`config.mk`:
```
export PLATFORM = sky130hd
export DESIGN_NAME = coef_mult_shiftadd
export DESIGN_NICKNAME = d
export VERILOG_FILES = /design/src/rtl/cm_pkg.sv /design/src/rtl/cm_sign_conv.sv /design/src/rtl/cm_ppg.sv /design/src/rtl/cm_digit_mux.sv /design/src/rtl/cm_ctrl_adder.sv /design/src/rtl/coef_mult_shiftadd.sv
export SDC_FILE = /design/constraint.sdc
export NUM_CORES = 1
export LEC_CHECK = 0
export ABC_CLOCK_PERIOD_IN_PS = 6500
export BUFFER_PORTS_ARGS = -buffer_cell sky130_fd_sc_hd__buf_2
export CAP_MARGIN = 5
export CORE_ASPECT_RATIO = 0.5
export CORE_MARGIN = 8
export CORE_UTILIZATION = 55
export CTS_BUF_LIST = sky130_fd_sc_hd__clkbuf_2
export DETAILED_ROUTE_END_ITERATION = 10
export PLACE_DENSITY = 0.73
export REMOVE_ABC_BUFFERS = 1
export SLEW_MARGIN = 15
export SYNTH_ARGS = -nofsm -noshare
export SYNTH_HDL_FRONTEND = slang
export SYNTH_SLANG_ARGS = --single-unit
```
`constraint.sdc`:
```
create_clock -name clk -period 6.5 [get_ports clk]
set_clock_uncertainty 0.05 [all_clocks]
set_input_delay 0.975 -clock clk [delete_from_list [all_inputs] [get_ports clk]]
set_output_delay 0.975 -clock clk [all_outputs]
set_load 0.03 [all_outputs]
```
`src/rtl/cm_pkg.sv`:
```
package cm_pkg;

   // digit width of the coefficient magnitude; the partial-product network is built for 3
   localparam int unsigned CM_DIGIT_W  = 3;
   localparam int unsigned CM_NUM_MULT = 1 << CM_DIGIT_W;

   typedef logic [CM_DIGIT_W-1:0] cm_digit_t;

endpackage

```
`src/rtl/cm_sign_conv.sv`:
```
module cm_sign_conv #(
   parameter int unsigned W            = 8,
   parameter bit          INJECT_CARRY = 1'b0
) (
   input  logic [W-1:0] din,
   input  logic         neg,
   output logic [W-1:0] dout
);

   if (W < 2) begin : g_bad_w
      $error("cm_sign_conv: W must be at least 2");
   end

   logic [W-1:0] flipped;

   // fixed XOR datapath: no selection between true and inverted data
   assign flipped = din ^ {W{neg}};

   if (INJECT_CARRY) begin : g_carry
      // +1 enters as the carry-in, completing a two's-complement negation
      assign dout = flipped + {{(W-1){1'b0}}, neg};
   end else begin : g_plain
      assign dout = flipped;
   end

endmodule

```
`src/rtl/cm_ppg.sv`:
```
module cm_ppg
   import cm_pkg::*;
#(
   parameter int unsigned IN_W       = 8,
   parameter bit          SHARED_CSE = 1'b1,
   localparam int unsigned OUT_W     = IN_W + CM_DIGIT_W
) (
   input  logic [IN_W-1:0]                    din,
   output logic [CM_NUM_MULT-1:0][OUT_W-1:0]  mult
);

   if (CM_DIGIT_W != 3) begin : g_bad_digit
      $error("cm_ppg: network is laid out for 3-bit digits");
   end

   logic [OUT_W-1:0] x1, x2, x4;
   logic [OUT_W-1:0] s3, s5, s6, s7;

   assign x1 = OUT_W'(din);
   assign x2 = x1 << 1;
   assign x4 = x1 << 2;

   if (SHARED_CSE) begin : g_shared
      // three adders in total: 6x and 3x share one sum, 7x reuses it
      assign s3 = x1 + x2;
      assign s5 = x1 + x4;
      assign s6 = s3 << 1;
      assign s7 = s6 + x1;
   end else begin : g_direct
      // each multiple built on its own from its set bits
      assign s3 = x1 + x2;
      assign s5 = x1 + x4;
      assign s6 = x2 + x4;
      assign s7 = x1 + x2 + x4;
   end

   always_comb begin
      mult[0] = '0;
      mult[1] = x1;
      mult[2] = x2;
      mult[3] = s3;
      mult[4] = x4;
      mult[5] = s5;
      mult[6] = s6;
      mult[7] = s7;
   end

   // every precomputed multiple matches a behavioural multiply
   always_comb begin
      for (int k = 0; k < int'(CM_NUM_MULT); k++) begin
         assert_ppg_multiple_R2: assert (mult[k] == OUT_W'(k) * x1)
            else $error("ppg multiple %0d wrong", k);
      end
   end

endmodule

```
`src/rtl/cm_digit_mux.sv`:
```
module cm_digit_mux
   import cm_pkg::*;
#(
   parameter int unsigned W = 11
) (
   input  logic [CM_NUM_MULT-1:0][W-1:0] mult,
   input  cm_digit_t                     digit,
   output logic [W-1:0]                  term,
   output logic                          is_zero
);

   assign term    = mult[digit];
   // equality check used to gate the downstream adder
   assign is_zero = (digit == '0);

endmodule

```
`src/rtl/cm_ctrl_adder.sv`:
```
module cm_ctrl_adder #(
   parameter int unsigned W = 17
) (
   input  logic [W-1:0] acc,
   input  logic [W-1:0] term,
   input  logic         term_zero,
   output logic [W-1:0] sum
);

   // a zero digit bypasses the adder and forwards the running sum
   assign sum = term_zero ? acc : acc + term;

   // the control flag and the selected term come from separate logic and must agree
   always_comb begin
      if (term_zero) begin
         assert_zero_flag_term_R4: assert (term == '0)
            else $error("zero flag set with nonzero term");
      end
   end

endmodule

```
`src/rtl/coef_mult_shiftadd.sv`:
```
module coef_mult_shiftadd
   import cm_pkg::*;
#(
   parameter int unsigned SAMPLE_W   = 8,
   parameter int unsigned NUM_DIGITS = 3,
   parameter bit          SHARED_PPG = 1'b1,
   localparam int unsigned MAG_W     = CM_DIGIT_W * NUM_DIGITS,
   localparam int unsigned PROD_W    = SAMPLE_W + MAG_W
) (
   input  logic                clk,
   input  logic                rst_n,
   input  logic                in_valid,
   input  logic [SAMPLE_W-1:0] sample,
   input  logic                coef_neg,
   input  logic [MAG_W-1:0]    coef_mag,
   output logic                out_valid,
   output logic [PROD_W-1:0]   product
);

   localparam int unsigned MULT_W = SAMPLE_W + CM_DIGIT_W;
   localparam int unsigned ACC_W  = PROD_W;

   if (NUM_DIGITS < 2) begin : g_bad_digits
      $error("coef_mult_shiftadd: NUM_DIGITS must be at least 2");
   end
   if (SAMPLE_W < 2) begin : g_bad_sample
      $error("coef_mult_shiftadd: SAMPLE_W must be at least 2");
   end

   // ---------------- stage 1: sign conversion, multiples, digit selection
   logic                                sample_neg;
   logic [SAMPLE_W-1:0]                 conv;
   logic [CM_NUM_MULT-1:0][MULT_W-1:0]  mult;
   logic [NUM_DIGITS-1:0][MULT_W-1:0]   term_c;
   logic [NUM_DIGITS-1:0]               zero_c;
   logic [MAG_W-1:0]                    corr_c;
   logic                                neg_c;

   assign sample_neg = sample[SAMPLE_W-1];
   assign neg_c      = sample_neg ^ coef_neg;
   // one's complement leaves |x|-1 for negative x; the lost magnitude is added back later
   assign corr_c     = coef_mag & {MAG_W{sample_neg}};

   cm_sign_conv #(.W(SAMPLE_W), .INJECT_CARRY(1'b0)) u_in_conv (
      .din  (sample),
      .neg  (sample_neg),
      .dout (conv)
   );

   cm_ppg #(.IN_W(SAMPLE_W), .SHARED_CSE(SHARED_PPG)) u_ppg (
      .din  (conv),
      .mult (mult)
   );

   for (genvar k = 0; k < int'(NUM_DIGITS); k++) begin : g_digit
      cm_digit_mux #(.W(MULT_W)) u_mux (
         .mult    (mult),
         .digit   (coef_mag[k*CM_DIGIT_W +: CM_DIGIT_W]),
         .term    (term_c[k]),
         .is_zero (zero_c[k])
      );
   end

   logic                              v1;
   logic [NUM_DIGITS-1:0][MULT_W-1:0] term_q;
   logic [NUM_DIGITS-1:0]             zero_q;
   logic [MAG_W-1:0]                  corr_q;
   logic                              neg_q;

   always_ff @(posedge clk or negedge rst_n) begin
      if (!rst_n) begin
         v1     <= 1'b0;
         term_q <= '0;
         zero_q <= '1;
         corr_q <= '0;
         neg_q  <= 1'b0;
      end else begin
         v1 <= in_valid;
         if (in_valid) begin
            term_q <= term_c;
            zero_q <= zero_c;
            corr_q <= corr_c;
            neg_q  <= neg_c;
         end
      end
   end

   // ---------------- stage 2: controlled adder layers, final add, sign restore
   logic [NUM_DIGITS-1:0][ACC_W-1:0] acc;
   logic [ACC_W-1:0]                 mag_sum;
   logic [PROD_W-1:0]                prod_c;

   assign acc[0] = ACC_W'(term_q[0]);

   for (genvar k = 1; k < int'(NUM_DIGITS); k++) begin : g_layer
      logic [ACC_W-1:0] weighted;
      assign weighted = ACC_W'(term_q[k]) << (CM_DIGIT_W * k);

      cm_ctrl_adder #(.W(ACC_W)) u_add (
         .acc       (acc[k-1]),
         .term      (weighted),
         .term_zero (zero_q[k]),
         .sum       (acc[k])
      );
   end

   assign mag_sum = acc[NUM_DIGITS-1] + ACC_W'(corr_q);

   cm_sign_conv #(.W(PROD_W), .INJECT_CARRY(1'b1)) u_out_conv (
      .din  (mag_sum),
      .neg  (neg_q),
      .dout (prod_c)
   );

   always_ff @(posedge clk or negedge rst_n) begin
      if (!rst_n) begin
         out_valid <= 1'b0;
         product   <= '0;
      end else begin
         out_valid <= v1;
         if (v1) begin
            product <= prod_c;
         end
      end
   end

   // ---------------- assertions
   assert_latency_R6: assert property (@(posedge clk) disable iff (!rst_n)
      in_valid |-> ##2 out_valid);

   assert_idle_gap_R7: assert property (@(posedge clk) disable iff (!rst_n)
      !in_valid |-> ##2 !out_valid);

   assert_hold_R7: assert property (@(posedge clk) disable iff (!rst_n)
      !out_valid |-> $stable(product));

   assert_zero_coef_R4: assert property (@(posedge clk) disable iff (!rst_n)
      (in_valid && coef_mag == '0) |-> ##2 (product == '0));

   assert_zero_sample_R5: assert property (@(posedge clk) disable iff (!rst_n)
      (in_valid && sample == '0) |-> ##2 (product == '0));

   assert_sign_R9: assert property (@(posedge clk) disable iff (!rst_n)
      (in_valid && sample != '0 && coef_mag != '0) |-> ##2
      (product[PROD_W-1] == $past(sample[SAMPLE_W-1] ^ coef_neg, 2)));

endmodule

```
After elaboration in Yosys (flattened, before gate mapping)
Cells that the tools add are included.

word-level totals
  register bits = 65
  bits of input ports = 21
  output and inout port bits = 18

operators by class
  add/sub/neg operators = 7
  order comparisons = 3
  multiplexer cells = 8
  bitwise operators = 4
  reduce and logical (&&, ||, !) cells = 3

operators with widths
  kind                  number
  $bmux W11 S3          3
  $mux W17              2
  $mux W11              3
  $add A17 B1 Y17       1
  $add A17 B17 Y17      1
  $add A17 B9 Y17       1
  $xor A17 B17 Y17      1
  $add A11 B14 Y15      1
  $lt A3 B4 Y1 const B  3
  $add A11 B8 Y11       1
  $add A8 B10 Y11       1
  $add A8 B9 Y10        1
  $and A9 B9 Y9         1
  $logic_not A3 Y1      3
  $xor A8 B8 Y8         1
  $xor A1 B1 Y1         1

Longest topological paths before layout
Gate-level depths: netlist of run 1.

  word-level depth = 7
  gate-level depth with buffers = 21
  gate-level depth less buffers = 21

Modules after synthesis
A second synthesis of run 1 with hierarchy kept.

unflattened totals
  cells, all modules = 908
  area, all modules = 9241.4 um2

by module, submodules not included
  module                            times used  cells each  area an instance (um2)
  coef_mult_shiftadd                1           218         2854.0
  cm_digit_mux                      3           40          744.5
  cm_ppg                            1           189         1443.9
  cm_ctrl_adder (g_layer[2].u_add)  1           155         1042.2
  cm_ctrl_adder (g_layer[1].u_add)  1           148         1026.0
  cm_sign_conv (u_out_conv)         1           69          560.5
  cm_sign_conv (u_in_conv)          1           9           81.3

Worst setup path before layout of run 1
No wires, ideal clock.

  path kind = register to register
  from = reg term_q (netlist bit acc[3])
  to = reg product[14]
  library setup time = 125 ps
  data arrival time = 5016 ps
  data required time = 6325 ps
  slack = 1309 ps
  stages on the path, launching flop included = 21
  path buffers = 0
  clock period less this slack = 5191 ps
  cell sequence = dfrtp_1 ha_1 fa_1 a21o_1 a21oi_1 xor2_1 nor2_1 a21oi_1 fa_1 mux2i_1 ha_1 a21o_1 a221o_1 a21oi_1 xnor2_1 xnor2_1 or3_1 or3_1 a211oi_2 xnor2_1 mux2_4

on the way
  cells in the longest elaborated chain, start to end = 7

ends and longest elaborated chain
  what                    RTL line                   source
  start, declared         coef_mult_shiftadd.sv:65   logic [NUM_DIGITS-1:0][MULT_W-1:0] term_q;
  start signal, assigned  coef_mult_shiftadd.sv:80   term_q <= term_c;
  $add A11 B14 Y15        cm_ctrl_adder.sv:11        assign sum = term_zero ? acc : acc + term;
  $mux W17 *              cm_ctrl_adder.sv:11
  $add A17 B17 Y17        cm_ctrl_adder.sv:11
  $mux W17 *              cm_ctrl_adder.sv:11
  $add A17 B9 Y17 *       coef_mult_shiftadd.sv:107  assign mag_sum = acc[NUM_DIGITS-1] + ACC_W'(corr_q);
  $xor A17 B17 Y17 *      cm_sign_conv.sv:17         assign flipped = din ^ {W{neg}};
  $add A17 B1 Y17 *       cm_sign_conv.sv:21         assign dout = flipped + {{(W-1){1'b0}}, neg};
  end signal, assigned    coef_mult_shiftadd.sv:122  product <= prod_c;
  end, declared           coef_mult_shiftadd.sv:17   output logic [PROD_W-1:0] product

Every way passes the cells marked *; elsewhere a longest branch is shown, timed or not.
A chain may end at the register's enable or synchronous reset.

Worst setup path in the final report of run 1
Ends and elaborated chain as after synthesis.

==> out/results.ini, run 1 <==
[run_status]
outcome = finished clean

[critical_path]
start_kind = flip-flop
worstSetupPathType = flip-flop to flip-flop
r2r_start = acc[3]$_DFFE_PN0P_
worstRegToRegCells = 20
end_kind = flip-flop
r2r_slack_ps = 820
crit_slowest_cell = fa_1
cp_cell_sequence = ha_1 > fa_1 > a21o_1 > a21oi_1 > xor2_1 > nor2_1 > a21oi_1 > fa_1 > mux2i_1 > ha_1 > a21o_1 > a221o_1 > a21oi_1 > xnor2_1 > xnor2_1 > or3_1 > or3_1 > a211oi_2 > xnor2_1 > mux2_4
cp.arrival_ps = 6030
required_ps = 6850
crit_start = acc[3]$_DFFE_PN0P_
slowest_delay_ps = 470
r2r_end = product[14]$_DFFE_PN0P_
crit_path_max_fanout = 5

[global_routing]
grt_pass1_wl_microns = 26400
grt_max_degree = 65
grt_usage_pct = 20.0
grt_pass1_vias = 5284
overflow = 0
antenna_found_initial = 0

[timing]
max_freq_mhz = 176
slew_violations = 0
hold_slack_ps = 475
rsz0062_at_grt = false
post-route-period-util_pct = 87.5
period_needed_ps = 5680
slew_headroom_pct = 22.1
tightest_slew_ps = 1170
final.setup.tns_ps = 0
setup_viol = 0
hold_viol = 0

[logic_synthesis]
synth-seq-cells = 64
ys_warn_count = 0
synth-edff-count = 0
ys_seq_area_share_pct = 24.2
synth_cell_types = 69
synthArstFlopShare_pct = 100
avgSynthCellArea_sq_um = 8.54
synth_cells = 775
synth_area_sq_um = 6620
synth-main-ff-cell = dfrtp_1
synth.top_cells.by_area = dfrtp_1 (23%), ha_1 (8.7%), xnor2_1 (7.1%)
synth_top_area_share_pct = 23.4
synth_area_leader_cell = dfrtp_1

[die]
core_area_sq_um = 11800
fp.dieArea_sq_um = 16000
io_pins = 39
start_util_pct = 56.2
die_h_microns = 93.6
rows = 28
die_x_microns = 171

[finish]
regArea_sq_um = 1600
final_layout_size_suffix_gt1_share_pct = 14.6
multi_input_area_sq_um = 4640
area.growth.synth_to_final_pct = 5.90
utilization_pct = 59.5
nNetsFinal = 856
n_fill_cell = 1095
antenna_cells = 0
fin_cells = 953

[min_path]
min-delay-start = product[10]$_DFFE_PN0P_
hold_path.class = flip-flop to flip-flop
hold_depth = 1
hold_path_end = product[10]$_DFFE_PN0P_

[cts]
cts_tree = done
htree_levels = 3
cts_num_sinks = 64
cts-buffers-inserted = 9
cts_root_buf = clkbuf_2
cts_hold_buf = 0
clk_latency_ps = 500
cts_max_path_buffers = 2
clk_pin_slew_ps = 200
cts_setup_buffers = 0
ctsResizeCount = 0

[detailed_routing]
vias = 5642
drtIter0Drc = 595
dr.pass1.iters = 5
avgViaCountPerCell = 5.92
drt_wl_total_microns = 15700
drtAntennaViolNets = 0
post_drt_wl_per_cell_microns = 16.5
drc = 0

[place]
portBuffers = 38
place_congestion = 0.881
dp.cells = 937
dp_hpwl_microns = 11300

[flow_run]
drv_cap = 0

[power_and_ir_drop]
vdd_drop_max_uv = 219
power.density_nw_per_um2 = 406
leakagePower_nw = 3.07

[cells by family after synthesis]
logic type | share of synthesized area (%)
flip-flops | 24.2
multiplexers | 10.1
AND/OR/NAND/NOR | 14.2
buffers and inverters | 5.64
XOR/XNOR | 11.6
adder cells (fa/ha/maj) | 10.5
AO/OA/AOI/OAI | 23.7
[registers in the layout (all words and copies together) (netlist names)]
| register | flops |
|---|---|
| neg_q | 1 |
| zero_q | 2 |
| g_layer.weighted | 22 |
| product | 17 |
| acc | 11 |
| v1 | 1 |
| corr_q | 9 |
| out_valid | 1 |
[stage by stage]
stage               setup WS (ps)  cell area (sq um)  power [mW]
detailed placement            866               6870        2.55
CTS                           806               7010        2.84
finish                        816               7010        2.84
global route                  396               7010        3.09
floorplan                    1290               6410        2.14
global placement              986               6870        2.49
[cells in the mapped netlist, drive strengths merged, types with 4 or more instances]
master  instances
xor2           24
dfrtp          62
xnor2          55
nand3          21
o22ai           4
a21o           23
a21oi          74
o21ai          55
o21a            5
a221oi         13
mux2           26
a211oi         19
ha             46
a31oi           4
or3             8
nor2b          10
nor2           67
a22oi           7
mux2i          10
fa              6
clkbuf         36
inv            44
or2             4
o211ai          4
nand3b          4
nor3           11
and3            4
o21bai          6
buf            14
mux4           12
nand2          47
nand2b          6
[area by class of cell]
class                      count  share of cell area, %
sequential                    64                   22.9
multi-input combinational    617                   66.2
clock buffer                  10                  0.714
inverter                      44                   2.36
timing repair buffer          47                   3.68
clock inverter                 6                   1.20
tap                          165                   2.95
[power by group]
group	total [mW]	switching (mW)	internal [mW]
logic	1.98	1.11	0.878
registers	0.576	0.0799	0.496
clock network	0.281	0.154	0.127
[per-layer routing]
metal / wire length (microns) / track usage, % / vias to the layer above
li1: - / - / 2822
met1: 7820 / 28.7 / 2642
met2: 6690 / 30.6 / 165
met3: 1030 / 3.36 / 13
met4: 166 / 5.54 / 0
met5: 0 / 0 / -
[how the worst max path moves through the flow]
stage                     cells past startpoint                 endpoint
after floorplan                              20  product[14]$_DFFE_PN0P_
after global placement                       20  product[14]$_DFFE_PN0P_
final                                        20  product[14]$_DFFE_PN0P_
after CTS                                    20  product[14]$_DFFE_PN0P_
after global routing                         20  product[14]$_DFFE_PN0P_
after detailed placement                     20  product[14]$_DFFE_PN0P_
[worst max-delay path: cells and delay by family (launching register included)]
family                     cells  cell delay [ps]
AOI/OAI and AO/OA              7             1780
xor gates and xnor gates       4              590
adders and majority gates      4             1450
DFF                            1              440
muxes                          2              400
and+or+nand+nor                3              860
[cell usage in the layout (no fill, tap or decap), drive strengths merged, types with 19 or more instances in the layout]
cell type	instances
inv	44
nand2	47
xor2	24
xnor2	55
nand3	21
dfrtp	62
a21o	23
a211oi	19
o21ai	55
mux2	26
buf	47
ha	46
a21oi	74
nor2	67
(Power assumes the default switching activity.)
==> run 2: changes to the inputs <==
--- a/config.mk
+++ b/config.mk
@@ -13,6 +13,7 @@
 export CORE_UTILIZATION = 55
 export CTS_BUF_LIST = sky130_fd_sc_hd__clkbuf_2
 export DETAILED_ROUTE_END_ITERATION = 10
+export MAX_ROUTING_LAYER = met4
 export PLACE_DENSITY = 0.73
 export REMOVE_ABC_BUFFERS = 1
 export SLEW_MARGIN = 15
==> run 2 against run 1 <==
Net effect: global-route usage rose by 0.55 points; sequential power barely moved; non-clock buffer count did not move; hold slack barely moved; worst setup slack improved by 0.78 ps; highest routed layer unchanged; sequential share of layout area barely moved; combinational power barely moved; largest power group unchanged; clock-buffer cell count did not move; first-iteration DRC count fell by 11%; final area rose by 0.11%; utilization rose by 0.064 points.
==> out/results.ini, run 2 (synthesis gave the netlist of run 1 again) <==
[detailed_routing]
vias = 5651  ; +0.16%
avgViaCountPerCell = 5.93  ; +0.16%
drt_wl_total_microns = 15700  ; -0.19%
post_drt_wl_per_cell_microns = 16.4  ; -0.19%
drc = 0  ; unchanged
drtIter0Drc = 531  ; -11%
drtAntennaViolNets = 0  ; unchanged
dr.pass1.iters = 5  ; unchanged

[timing]
setup_viol = 0  ; unchanged
rsz0062_at_grt = false
hold_slack_ps = 476  ; +0.274 ps
post-route-period-util_pct = 87.4  ; about the same
period_needed_ps = 5680  ; -0.782 ps
slew_violations = 0  ; unchanged
tightest_slew_ps = 1170  ; -3.22 ps
hold_viol = 0  ; unchanged
max_freq_mhz = 176  ; about the same
slew_headroom_pct = 22.3  ; +0.21 points
setup_slack_ps = 816  ; +0.782 ps
final.setup.tns_ps = 0  ; unchanged

[global_routing]
overflow = 0  ; unchanged
grt_pass1_wl_microns = 26300  ; -0.18%
grt_max_degree = 65  ; unchanged
grt_pass1_vias = 5287  ; +0.057%
antenna_found_initial = 0  ; unchanged
grt_usage_pct = 20.6  ; +0.55 points

[cts]
cts-buffers-inserted = 9  ; unchanged
cts_root_buf = clkbuf_2
cts_max_path_buffers = 2  ; unchanged
cts_tree = done
cts_hold_buf = 0  ; unchanged
clk_pin_slew_ps = 200  ; about the same
cts_num_sinks = 64  ; unchanged
ctsResizeCount = 0  ; unchanged
clk_latency_ps = 510  ; about the same
htree_levels = 3  ; unchanged
cts_setup_buffers = 0  ; unchanged

[die]
io_pins = 39  ; unchanged
start_util_pct = 56.2  ; unchanged
die_h_microns = 93.6  ; unchanged
die_x_microns = 171  ; unchanged
fp.dieArea_sq_um = 16000  ; unchanged
rows = 28  ; unchanged
core_area_sq_um = 11800  ; unchanged

[critical_path]
crit_path_max_fanout = 5  ; unchanged
required_ps = 6850  ; about the same
end_kind = flip-flop
cp.arrival_ps = 6030  ; about the same
worstSetupPathType = flip-flop to flip-flop
r2r_start = acc[3]$_DFFE_PN0P_
crit_start = acc[3]$_DFFE_PN0P_
start_kind = flip-flop

[min_path]
hold_path.class = flip-flop to flip-flop
min-delay-start = product[10]$_DFFE_PN0P_

[run_status]
outcome = finished clean

[finish]
area.growth.synth_to_final_pct = 6.01
final_cell_mix = a21oi_1 (74), nor2_1 (67), dfrtp_1 (62)
final_layout_size_suffix_gt1_share_pct = 14.7  ; +0.13 points
layout.cells.most_common = a21oi_1
largest_register_ffs = 22  ; unchanged
n_fill_cell = 1093  ; -0.18%
antenna_cells = 0  ; unchanged
nNetsFinal = 856  ; unchanged

[power_and_ir_drop]
finalPower_mw = 2.84  ; about the same
power.density_nw_per_um2 = 405  ; -0.12%
leakagePower_nw = 3.07  ; about the same
vdd_drop_max_uv = 219  ; about the same

[place]
place_congestion = 0.895  ; +1.7%
portBuffers = 38  ; unchanged
dp_slack_ps = 866  ; unchanged
dp_hpwl_microns = 11300  ; unchanged

[flow_run]
drv_cap = 0  ; unchanged

[run 2: path summary, 6_finish.rpt]
check / end / slack (ps) / depth (start not counted)
worst max register to register: product[14]$_DFFE_PN0P_ / 820 / 20
max in group asynchronous: acc[4]$_DFFE_PN0P_ / 5300 / 2
worst min-delay path: product[10]$_DFFE_PN0P_ / 480 / 1
min in group asynchronous: acc[2]$_DFFE_PN0P_ / 560 / 2
worst max-delay path: product[14]$_DFFE_PN0P_ / 820 / 20
worst min register to register: product[10]$_DFFE_PN0P_ / 480 / 1
[run 2: report_power, final]
| part | total, mW | leakage, nW | internal (mW) | switching (mW) |
|---|---|---|---|---|
| clock network | 0.282 | 0.0772 | 0.127 | 0.154 |
| logic | 1.98 | 2.22 | 0.879 | 1.11 |
| registers | 0.576 | 0.774 | 0.496 | 0.0798 |
[run 2: worst max-delay path, stage by stage (launching register included)]
cell and delay, ps:
dfrtp_1 440, ha_1 240, fa_1 430, a21o_1 180, a21oi_1 170, xor2_1 160, nor2_1 50, a21oi_1 300
fa_1 470, mux2i_1 140, ha_1 310, a21o_1 220, a221o_1 350, a21oi_1 300, xnor2_1 140, xnor2_1 190
or3_1 410, or3_1 400, a211oi_2 260, xnor2_1 100, mux2_4 260
[run 2: area by class of cell]
type                            count  area, sq um  area share [%]
Multi-Input combinational cell    617         4650            66.3
Sequential cell                    64         1600            22.9
Timing Repair Buffer               47          258            3.67
Tap cell                          165          206            2.94
Inverter                           44          165            2.35
Clock inverter                      6         83.8            1.20
Clock buffer                       10         50.0           0.714
[run 2: layer usage]
metal  vias up  track usage [%]  part of all wire (%)
met5         -                -                     0
met4         0             5.54                   1.3
met3        22             3.32                   6.3
met2       147             30.7                    43
met1      2665             28.6                    50
li1       2817                -                     -
[run 2: metrics by stage]
step                      area [sq um]  instances  util, %
after floorplan                   6410        725        -
after global placement            6870        937     58.4
after detailed placement          6870        937     58.4
after CTS                         7010        953     59.5
after global routing              7010        953     59.6
final                             7010        953     59.6
